==> config.mk <==
export PLATFORM = sky130hd
export DESIGN_NAME = tocc_channel
export DESIGN_NICKNAME = d
export VERILOG_FILES = /design/src/rtl/tocc_pkg.sv /design/src/rtl/tocc_counter.sv /design/src/rtl/tocc_shadow.sv /design/src/rtl/tocc_mode.sv /design/src/rtl/tocc_channel.sv
export SDC_FILE = /design/constraint.sdc
export NUM_CORES = 1
export LEC_CHECK = 0
export ABC_AREA = 1
export BUFFER_PORTS_ARGS = -buffer_cell sky130_fd_sc_hd__buf_2
export CORE_ASPECT_RATIO = 0.5
export CORE_MARGIN = 5
export CORE_UTILIZATION = 23
export DETAILED_ROUTE_END_ITERATION = 12
export MAX_ROUTING_LAYER = met4
export SETUP_SLACK_MARGIN = 0.5
export SLEW_MARGIN = 20
export SYNTH_ARGS = -nofsm -noshare
export SYNTH_HDL_FRONTEND = slang
export SYNTH_SLANG_ARGS = --single-unit
==> constraint.sdc <==
create_clock -name clk -period 3.8 [get_ports clk]
set_clock_uncertainty 0.1 [all_clocks]
set_input_delay 0.38 -clock clk [delete_from_list [all_inputs] [get_ports clk]]
set_output_delay 0.38 -clock clk [all_outputs]
set_load 0.02 [all_outputs]
==> src/rtl/tocc_pkg.sv <==
package tocc_pkg;

    typedef enum logic [1:0] {
        CNT_UP     = 2'd0,
        CNT_DOWN   = 2'd1,
        CNT_CENTER = 2'd2,
        CNT_RSVD   = 2'd3
    } cnt_dir_mode_e;

    typedef enum logic [2:0] {
        OC_FROZEN   = 3'b000,
        OC_SET      = 3'b001,
        OC_CLEAR    = 3'b010,
        OC_TOGGLE   = 3'b011,
        OC_FORCE_LO = 3'b100,
        OC_FORCE_HI = 3'b101,
        OC_PWM_A    = 3'b110,
        OC_PWM_B    = 3'b111
    } oc_mode_e;

    typedef struct packed {
        logic running;
        logic dir_down;
        logic boundary;
    } cnt_state_t;

    function automatic logic is_match_mode(oc_mode_e m);
        return (m == OC_SET) || (m == OC_CLEAR) || (m == OC_TOGGLE);
    endfunction

    function automatic logic match_action(oc_mode_e m, logic cur);
        case (m)
            OC_SET:    return 1'b1;
            OC_CLEAR:  return 1'b0;
            OC_TOGGLE: return ~cur;
            default:   return cur;
        endcase
    endfunction

endpackage

==> src/rtl/tocc_counter.sv <==
module tocc_counter
    import tocc_pkg::*;
#(
    parameter int CNT_W = 16
) (
    input  logic             clk,
    input  logic             rst,
    input  logic [1:0]       cnt_mode,
    input  logic [CNT_W-1:0] period,
    input  logic             run_req,
    input  logic             one_pulse,
    output logic [CNT_W-1:0] count,
    output cnt_state_t       st
);
    localparam logic [CNT_W-1:0] ZERO = '0;
    localparam logic [CNT_W-1:0] ONE  = {{(CNT_W-1){1'b0}}, 1'b1};

    cnt_dir_mode_e    cm;
    logic [CNT_W-1:0] cnt_q, cnt_d;
    logic             dir_q, dir_d, run_q;
    logic             at_top, at_zero, bnd;

    assign cm      = cnt_dir_mode_e'(cnt_mode);
    assign at_top  = (cnt_q >= period);
    assign at_zero = (cnt_q == ZERO);

    always_comb begin
        cnt_d = cnt_q;
        dir_d = dir_q;
        bnd   = 1'b0;
        case (cm)
            CNT_DOWN: begin
                bnd   = at_zero;
                cnt_d = at_zero ? period : cnt_q - ONE;
                dir_d = 1'b0;
            end
            CNT_CENTER: begin
                if (!dir_q) begin
                    if (at_top) begin
                        cnt_d = (period == ZERO) ? ZERO : period - ONE;
                        dir_d = (period != ZERO);
                    end else begin
                        cnt_d = cnt_q + ONE;
                    end
                end else begin
                    bnd = at_zero;
                    if (at_zero) begin
                        cnt_d = (period == ZERO) ? ZERO : ONE;
                        dir_d = 1'b0;
                    end else begin
                        cnt_d = cnt_q - ONE;
                    end
                end
            end
            default: begin
                bnd   = at_top;
                cnt_d = at_top ? ZERO : cnt_q + ONE;
                dir_d = 1'b0;
            end
        endcase
    end

    always_ff @(posedge clk) begin
        if (rst) begin
            cnt_q <= ZERO;
            dir_q <= 1'b0;
            run_q <= 1'b0;
        end else if (run_q) begin
            cnt_q <= cnt_d;
            dir_q <= dir_d;
            if (bnd && one_pulse) run_q <= 1'b0;
        end else if (run_req) begin
            run_q <= 1'b1;
            cnt_q <= (cm == CNT_DOWN) ? period : ZERO;
            dir_q <= 1'b0;
        end
    end

    assign count       = cnt_q;
    assign st.running  = run_q;
    assign st.dir_down = (cm == CNT_DOWN) ? 1'b1 : ((cm == CNT_CENTER) ? dir_q : 1'b0);
    assign st.boundary = run_q && bnd;

    // a running count within the period stays within it
    a_r1_count_bounded: assert property (@(posedge clk) disable iff (rst)
        (run_q && (cnt_q <= period)) |=> (cnt_q <= $past(period)));

    // one-pulse stops the counter right after the boundary
    a_r8_one_shot_stop: assert property (@(posedge clk) disable iff (rst)
        (run_q && bnd && one_pulse) |=> !run_q);

endmodule

==> src/rtl/tocc_shadow.sv <==
module tocc_shadow
    import tocc_pkg::*;
#(
    parameter int CNT_W = 16
) (
    input  logic             clk,
    input  logic             rst,
    input  cnt_state_t       st,
    input  logic [CNT_W-1:0] cmp_in,
    output logic [CNT_W-1:0] cmp_act
);
    always_ff @(posedge clk) begin
        if (rst)                          cmp_act <= '0;
        else if (!st.running || st.boundary) cmp_act <= cmp_in;
    end

    // the active compare value holds between boundaries while running
    a_r7_shadow_hold: assert property (@(posedge clk) disable iff (rst)
        (st.running && !st.boundary) |=> $stable(cmp_act));

endmodule

==> src/rtl/tocc_mode.sv <==
module tocc_mode
    import tocc_pkg::*;
#(
    parameter int CNT_W = 16
) (
    input  logic             clk,
    input  logic             rst,
    input  logic [2:0]       oc_mode,
    input  logic             fast_en,
    input  logic [CNT_W-1:0] count,
    input  logic [CNT_W-1:0] cmp_act,
    input  logic [CNT_W-1:0] cmp_in,
    input  logic [CNT_W-1:0] period,
    input  cnt_state_t       st,
    output logic             raw_q,
    output logic             match_q
);
    oc_mode_e md;
    logic     hit, fast_fire, pwm_a, raw_d;

    assign md        = oc_mode_e'(oc_mode);
    assign hit       = st.running && (count == cmp_act);
    assign fast_fire = fast_en && st.boundary && (cmp_in <= period);
    assign pwm_a     = st.dir_down ? (count <= cmp_act) : (count < cmp_act);

    always_comb begin
        raw_d = raw_q;
        case (md)
            OC_FORCE_LO: raw_d = 1'b0;
            OC_FORCE_HI: raw_d = 1'b1;
            OC_PWM_A:    raw_d = pwm_a;
            OC_PWM_B:    raw_d = ~pwm_a;
            OC_SET, OC_CLEAR, OC_TOGGLE: begin
                if (fast_en) raw_d = fast_fire ? match_action(md, raw_q) : raw_q;
                else         raw_d = hit ? match_action(md, raw_q) : raw_q;
            end
            default:     raw_d = raw_q;
        endcase
    end

    always_ff @(posedge clk) begin
        if (rst) begin
            raw_q   <= 1'b0;
            match_q <= 1'b0;
        end else begin
            raw_q   <= raw_d;
            match_q <= hit;
        end
    end

    // toggle inverts on a match when not in fast mode
    a_r4_toggle_flips: assert property (@(posedge clk) disable iff (rst)
        (md == OC_TOGGLE && !fast_en && hit) |=> (raw_q != $past(raw_q)));

    // frozen code keeps the level
    a_r4_frozen_holds: assert property (@(posedge clk) disable iff (rst)
        (md == OC_FROZEN) |=> $stable(raw_q));

    // forced high wins over any count
    a_r5_forced_high: assert property (@(posedge clk) disable iff (rst)
        (md == OC_FORCE_HI) |=> raw_q);

    // in fast mode a match away from a boundary changes nothing
    a_r9_fast_quiet: assert property (@(posedge clk) disable iff (rst)
        (fast_en && is_match_mode(md) && !st.boundary) |=> $stable(raw_q));

endmodule

==> src/rtl/tocc_channel.sv <==
module tocc_channel
    import tocc_pkg::*;
#(
    parameter int CNT_W = 16
) (
    input  logic             clk,
    input  logic             rst,
    input  logic             run_req,
    input  logic [1:0]       cnt_mode,
    input  logic [CNT_W-1:0] period,
    input  logic [CNT_W-1:0] cmp_value,
    input  logic [2:0]       oc_mode,
    input  logic             one_pulse,
    input  logic             fast_en,
    input  logic             pol_inv,
    input  logic             out_en,
    output logic [CNT_W-1:0] count,
    output logic             dir_down,
    output logic             running,
    output logic             raw_out,
    output logic             ch_out,
    output logic             match_flag
);
    cnt_state_t       st;
    logic [CNT_W-1:0] cnt_w, cmp_act;
    logic             raw_w, match_w;

    tocc_counter #(.CNT_W(CNT_W)) u_cnt (
        .clk(clk), .rst(rst), .cnt_mode(cnt_mode), .period(period),
        .run_req(run_req), .one_pulse(one_pulse), .count(cnt_w), .st(st)
    );

    tocc_shadow #(.CNT_W(CNT_W)) u_shd (
        .clk(clk), .rst(rst), .st(st), .cmp_in(cmp_value), .cmp_act(cmp_act)
    );

    tocc_mode #(.CNT_W(CNT_W)) u_mode (
        .clk(clk), .rst(rst), .oc_mode(oc_mode), .fast_en(fast_en),
        .count(cnt_w), .cmp_act(cmp_act), .cmp_in(cmp_value), .period(period),
        .st(st), .raw_q(raw_w), .match_q(match_w)
    );

    assign count      = cnt_w;
    assign dir_down   = st.dir_down;
    assign running    = st.running;
    assign raw_out    = raw_w;
    assign match_flag = match_w;
    assign ch_out     = out_en & (raw_w ^ pol_inv);

    // a running count equal to the active compare gives a flag next cycle
    a_r3_flag_on_match: assert property (@(posedge clk) disable iff (rst)
        (st.running && (cnt_w == cmp_act)) |=> match_flag);

endmodule

# Yosys cells after proc, flatten, opt, wreduce, memory -nomap -nowiden
# Index checks and enable logic that the tools add are counted.
dict set report word_totals {
  ramBits 0
  out_inout_bits 21
  mem_bits_ro 0
  memories 0
  regBits 36
  in_bits 44
  latch_bits 0
}
dict set report classes {
  mul 0
  muxes 30
  n_div 0
  n_lt_le_gt_ge 4
  eq_ne 12
  bitwise 4
  n_reduce_logical 14
  add_sub_neg 3
  shift 0
}
# cell count
set op_table {}
lappend op_table {{$mux W16} 9}
lappend op_table {{$le A16 B16 Y1} 2}
lappend op_table {{$logic_not A16 Y1} 2}
lappend op_table {{$pmux W16 S2} 1}
lappend op_table {{$sub A16 B1 Y16 const B} 2}
lappend op_table {{$mux W1} 17}
lappend op_table {{$add A16 B1 Y16 const B} 1}
lappend op_table {{$eq A16 B16 Y1} 1}
lappend op_table {{$ge A16 B16 Y1} 1}
lappend op_table {{$lt A16 B16 Y1} 1}
lappend op_table {{$reduce_bool A16 Y1} 1}
lappend op_table {{$eq A3 B3 Y1 const B} 4}
lappend op_table {{$eq A3 B2 Y1 const B} 2}
lappend op_table {{$ne A3 B2 Y1 const B} 2}
lappend op_table {{$logic_and A1 B1 Y1} 5}
lappend op_table {{$pmux W1 S5} 1}
lappend op_table {{$reduce_bool A5 Y1} 1}
lappend op_table {{$eq A3 B1 Y1 const B} 1}
lappend op_table {{$pmux W1 S3} 1}
lappend op_table {{$reduce_and A3 Y1} 1}
lappend op_table {{$reduce_or A3 Y1} 1}
lappend op_table {{$eq A2 B1 Y1 const B} 1}
lappend op_table {{$eq A2 B2 Y1 const B} 1}
lappend op_table {{$not A1 Y1} 2}
lappend op_table {{other kinds (6)} 6}

# Longest topological paths before layout
dict set report depth {
  depth_word 9
  ltp_mapped 19
  mapped_depth_nobuf 19
}

# Cells and area by module
# Synthesis repeated with hierarchy kept, for this count alone.
dict set report unflattened {
  hier_cells 871
  area_unflattened_um2 5102.4
}
# mod instances cells_per_inst seq_area_each_um2 area_per_inst_um2
set modules_own_cells {}
lappend modules_own_cells {tocc_counter 1 592 360.3 3342.0}
lappend modules_own_cells {tocc_mode 1 170 40.0 1047.3}
lappend modules_own_cells {tocc_shadow 1 105 320.3 698.2}
lappend modules_own_cells {tocc_channel 1 4 0.0 15.0}

# Worst setup path before layout
# No wires, ideal clock.
dict set report synth_timing {
  path_kind {register to register}
  start {reg u_cnt.cnt_q[5], in the netlist u_cnt.count[5]}
  end {reg u_cnt.cnt_q[13], in the netlist u_cnt.count[13]}
  setup_time_ps 70
  t_required_ps 3630
  arrival_time_ps 2025
  path_buffers 1
  stages_incl_launch_ff 18
  setup_slack_ps 1605
  path_cell_list {dfxtp_1 -> ha_1 -> nand2_1 -> inv_1 -> nand2_1 -> nor2_1 -> nor2_1 -> nand2_1 -> nand2_1 -> nand2_2 -> inv_2 -> buf_2 -> nand2_1 -> nand3_1 -> nand2_1 -> nand2_1 -> nand2_1 -> a21oi_1}
}
dict set report synth_between {
  elab_chain_len 5
  elab_cells_between_ends 11
  cone_classes {add/sub: 2; order compare: 1; mux: 7; reduce/logical: 1}
}
# element line_no
set synth_rtl {}
lappend synth_rtl {{from (decl)} tocc_counter.sv:19} ;# logic [CNT_W-1:0] cnt_q, cnt_d;
lappend synth_rtl {{from (signal assigned)} tocc_counter.sv:69} ;# cnt_q <= cnt_d;
lappend synth_rtl {{from (signal assigned)} tocc_counter.sv:74} ;# cnt_q <= (cm == CNT_DOWN) ? period : ZERO;
lappend synth_rtl {{$add A16 B1 Y16, or another cell as far along} {tocc_counter.sv:43, tocc_counter.sv:57}}
lappend synth_rtl {{$mux W16 (on tied branches)} {tocc_counter.sv:39, tocc_counter.sv:47}}
lappend synth_rtl {{$mux W16} tocc_counter.sv:38} ;# if (!dir_q) begin
lappend synth_rtl {{$pmux W16 S2 (*)} tocc_counter.sv:31} ;# case (cm)
lappend synth_rtl {{$mux W16 (*)} tocc_counter.sv:68} ;# end else if (run_q) begin
# Every way passes the cells marked *; elsewhere a longest branch is shown, timed or not.
# A chain may end at the register's enable or synchronous reset.

# Worst setup path after layout
dict set report layout_timing {
  start {reg u_cnt.cnt_q[11], in the netlist u_cnt.count[11]}
  end {reg u_shd.cmp_act[3]}
}
dict set report layout_between {
  elab_chain_len 5
  elab_cells_between_ends 6
  cone_classes {order compare: 1; mux: 2; reduce/logical: 3}
}
# element line_no
set layout_rtl {}
lappend layout_rtl {{parallel branches: the longest is 2 deep, another holds $ge A16 B16 Y1} --}
lappend layout_rtl {{$pmux W1 S2 (*)} tocc_counter.sv:31}
lappend layout_rtl {{$logic_and A1 B1 Y1 (*)} tocc_counter.sv:82} ;# assign st.boundary = run_q && bnd;
lappend layout_rtl {{$logic_or A1 B1 Y1 (*)} tocc_shadow.sv:14} ;# else if (!st.running || st.boundary) cmp_act <= cmp_in;
lappend layout_rtl {{to (signal assigned)} tocc_shadow.sv:14}
lappend layout_rtl {{to (decl)} tocc_shadow.sv:10} ;# output logic [CNT_W-1:0] cmp_act
# Mark *: on every way between the ends.

==> summary.md <==
| Metric | Value |
|---|---|
| Gate count of the mapped netlist | 833 |
| Core area | 20,800 um2 |
| Area leader, netlist | nand2_1 |
| CTS root buffer | clkbuf_16 |
| Setup WS post-layout | 1.02 ns |
| Initial antenna violation count | 0 |
| Row cnt | 37 |
| Final hold vios | 0 |
| Final Wtd Congestion | 0.942 |
| Final wirelength | just under 20,000 um |
| Average routed wire per standard cell | around 17 um |
| Fmax | around 0.36 GHz |
| Status | complete, no violations |
| First-pass GRT wire length | 29,800 um |
| Post-Syn Area | approximately 5000 um2 |
| Static leakage | ~0.0028 uW |
| Finish-stage setup viols | 0 |
| DRC | 0 |
| Hold WC Path Type | in -> reg |
| Top post-synthesis cells by area | nand2_1 17%, dfxtp_1 15%, ha_1 14% |
| Largest family of logic cells by synthesized area | simple AND/OR/NAND/NOR gates |
| IO Count | 65 |
| WP data arrival | ~2.9 ns |
| Crit path launch type | flop |
| Starting Density | 0.236 |
| Synth Area per Inst | 5.89 um2 |
| Crit Path Max Fanout | 32 |
| Max_cap viols | 0 |
| Max Root-Sink Buffers | 2 |
| Yosys reg bits | 36 |
| Final Util | 0.270 |
| Detailed Routing Iterations Pass 1 | 6 |
| Fillers | roughly 2,300 |
| Final HPWL DP | about 15,000 um |
| Worst Tran Pin Value | 1.09 ns |
| Design Area, Final | between 5000 and 6000 um2 |
| Clock Pin Slew Worst Setup and Hold Paths | ~0.07 ns |
| Final Critical Period | between 2 and 3 ns |
| CP endpoint kind | flop |
| Largest net degree at the start of global routing | 35 |
| Clock network fraction of design power | 0.273 |
| Congestion Overflow GR | 0 |
| P_int | 941 uW |
| Share of post-route cells with drive strength above 1 | 0.134 |
| CTS tree | built |
| Ys Warns | 0 |
| Final slew viol count | 0 |
| Area grow syn2layout | 14.2% |
| Initial DRC Count | between 500 and 600 |
| Vias | a little under 6,000 |
| Post-Synth Simple-Gate Area | 0.366 |
| Power density over the cells | about 300 nW/um2 |
| Die width | 217 um |
| Number of global-route vias before repair | roughly 5,400 |
| Critical Path RT | between 3 and 4 ns |
| Post-Synth Adder-Cell Area | 0.140 |
| CP Class | reg -> reg |
| Part of the power in registers | 0.274 |
| Max VDD drop | 135 uV |
| CTS Buf Count | 5 |
| Final period util | 0.733 |
| Height of the die | roughly 110 um |
| Syn_nets | approximately 930 |
| Placed Area | 5450 um2 |
| Antenna-violating nets left | 0 |
| Multiplexer share of the synthesized area | 0 |
| Distinct cells, synth | 39 |
| N_diodes | 0 |
| Place WS | 0.983 ns |
| Final setup TNS | 0 ns |
| Sequential fraction of the synthesis area | 0.147 |
| Die area | ~25,000 um2 |
| Total GRT Usage | 0.157 |
| Post_cts resized | 0 |
| Compound-gate portion of the synthesized area | 0.190 |
| Final Power | approximately 1700 uW |
| Sw Pwr | 750 uW |
| Clock net sink count | 36 |
| RSZ-0062 raised after global routing | no |
| Slew headroom | 0.271 |
| Clk_lat worst skew | ~0.3 ns |
| Comb pwr share | 0.453 |
| CTS Hold Bufs | 0 |
| DR vias/cell | around 5 |
| # nets final | between 900 and 1,000 |
| Top-area cell type share of the netlist area | 0.167 |
| Postcts setup bufs | 0 |
| Port Buffer Count | 64 |
| H-tree level count | 2 |
| Synth Area in XOR/XNOR | 0.0410 |
| Sw frac | 0.444 |
==> synthesized netlist by cell type, drive strengths merged <==
library cell and count:
clkinv 3, inv 96, o21bai 1, xor2 22, and2 1, nand3 61, buf 21, nand2 225
nor3b 1, a21oi 94, a31oi 2, o21a 4, nand4 14, ha 55, nor3 11, a22oi 1
xnor2 1, o211ai 2, nor2 97, o21ai 68, clkbuf 12, a221oi 1, o31ai 1, dfxtp 36
a21o 3
==> stage by stage <==
| step | hold slack, ns | cells |
|---|---|---|
| 2_1_floorplan | 0.328 | 833 |
| 3_3_place_gp | 0.344 | 1147 |
| 3_5_place_dp | 0.353 | 1147 |
| 4_1_cts | 0.206 | 1154 |
| 5_1_grt | 0.215 | 1154 |
| 6_report | 0.212 | 1154 |
==> final timing paths <==
check | slack (ns) | end | cells after the start | from
max | 1.02 | u_shd.cmp_act[3]$_SDFFE_PP0P_ | 9 | u_cnt.count[11]$_SDFFE_PP0P_
min | 0.21 | u_cnt.dir_q$_SDFFE_PP0P_ | 2 | rst
max reg2reg | 1.02 | u_shd.cmp_act[3]$_SDFFE_PP0P_ | 9 | u_cnt.count[11]$_SDFFE_PP0P_
min reg2reg | 0.36 | u_shd.cmp_act[15]$_SDFFE_PP0P_ | 2 | u_shd.cmp_act[15]$_SDFFE_PP0P_
==> layer usage <==
metal	wire length, um	global-route usage	part of all wire
met1	8550	0.202	0.44
met2	8810	0.255	0.45
met3	1440	0.0200	0.074
met4	585	0.0538	0.030
met5	0	-	0
==> kinds of logic (layout without fill, tap and decap cells) <==
group,count (synthesis),in the layout
buffers and inverters,132,180
DFF,36,36
adders and majority gates,55,55
AOI/OAI and AO/OA,177,177
xor gates and xnor gates,23,23
and+or+nand+nor,410,410
==> layout make-up <==
type	instances	area, um2	share of cell area
timing repair buffer	74	395	0.0705
tap	273	342	0.0609
sequential	36	721	0.129
clock buffer	7	153	0.0272
inverter	99	374	0.0667
multi-input combinational	665	3620	0.646
==> worst max-delay path, stage by stage, from the launching register on <==
cell	delay [ns]
dfxtp_1	0.62
ha_1	0.34
a21oi_1	0.16
a21oi_1	0.08
nor2_1	0.21
nand3_1	0.15
and2_4	0.19
nor2_4	0.53
o21ai_0	0.15
a21oi_1	0.15
==> flip-flops by register name, summed over array words and instances, names as in the netlist <==
register,cells
u_mode.raw_q,1
u_mode.match_q,1
u_cnt.run_q,1
u_cnt.dir_q,1
u_shd.cmp_act,16
u_cnt.count,16
==> power by group through the flow <==
| stage | registers (uW) | clock network (uW) | logic [uW] |
|---|---|---|---|
| floorplan | 462 | 0 | 531 |
| global placement | 470 | 0 | 744 |
| CTS | 462 | 468 | 754 |
| detailed placement | 471 | 0 | 750 |
| global route | 466 | 477 | 855 |
| finish | 463 | 461 | 766 |
==> layout by cell type (no fill, tap or decap), types with 10 or more instances in the layout <==
master,n
xor2_1,22
nand3_1,58
dfxtp_1,36
ha_1,55
buf_2,64
a21oi_1,92
inv_1,92
o21ai_1,33
nor2_2,12
o21ai_0,34
buf_4,10
nor2_1,79
nand4_1,14
nand2_1,219
Note: power is estimated with default switching activity, not from simulation.
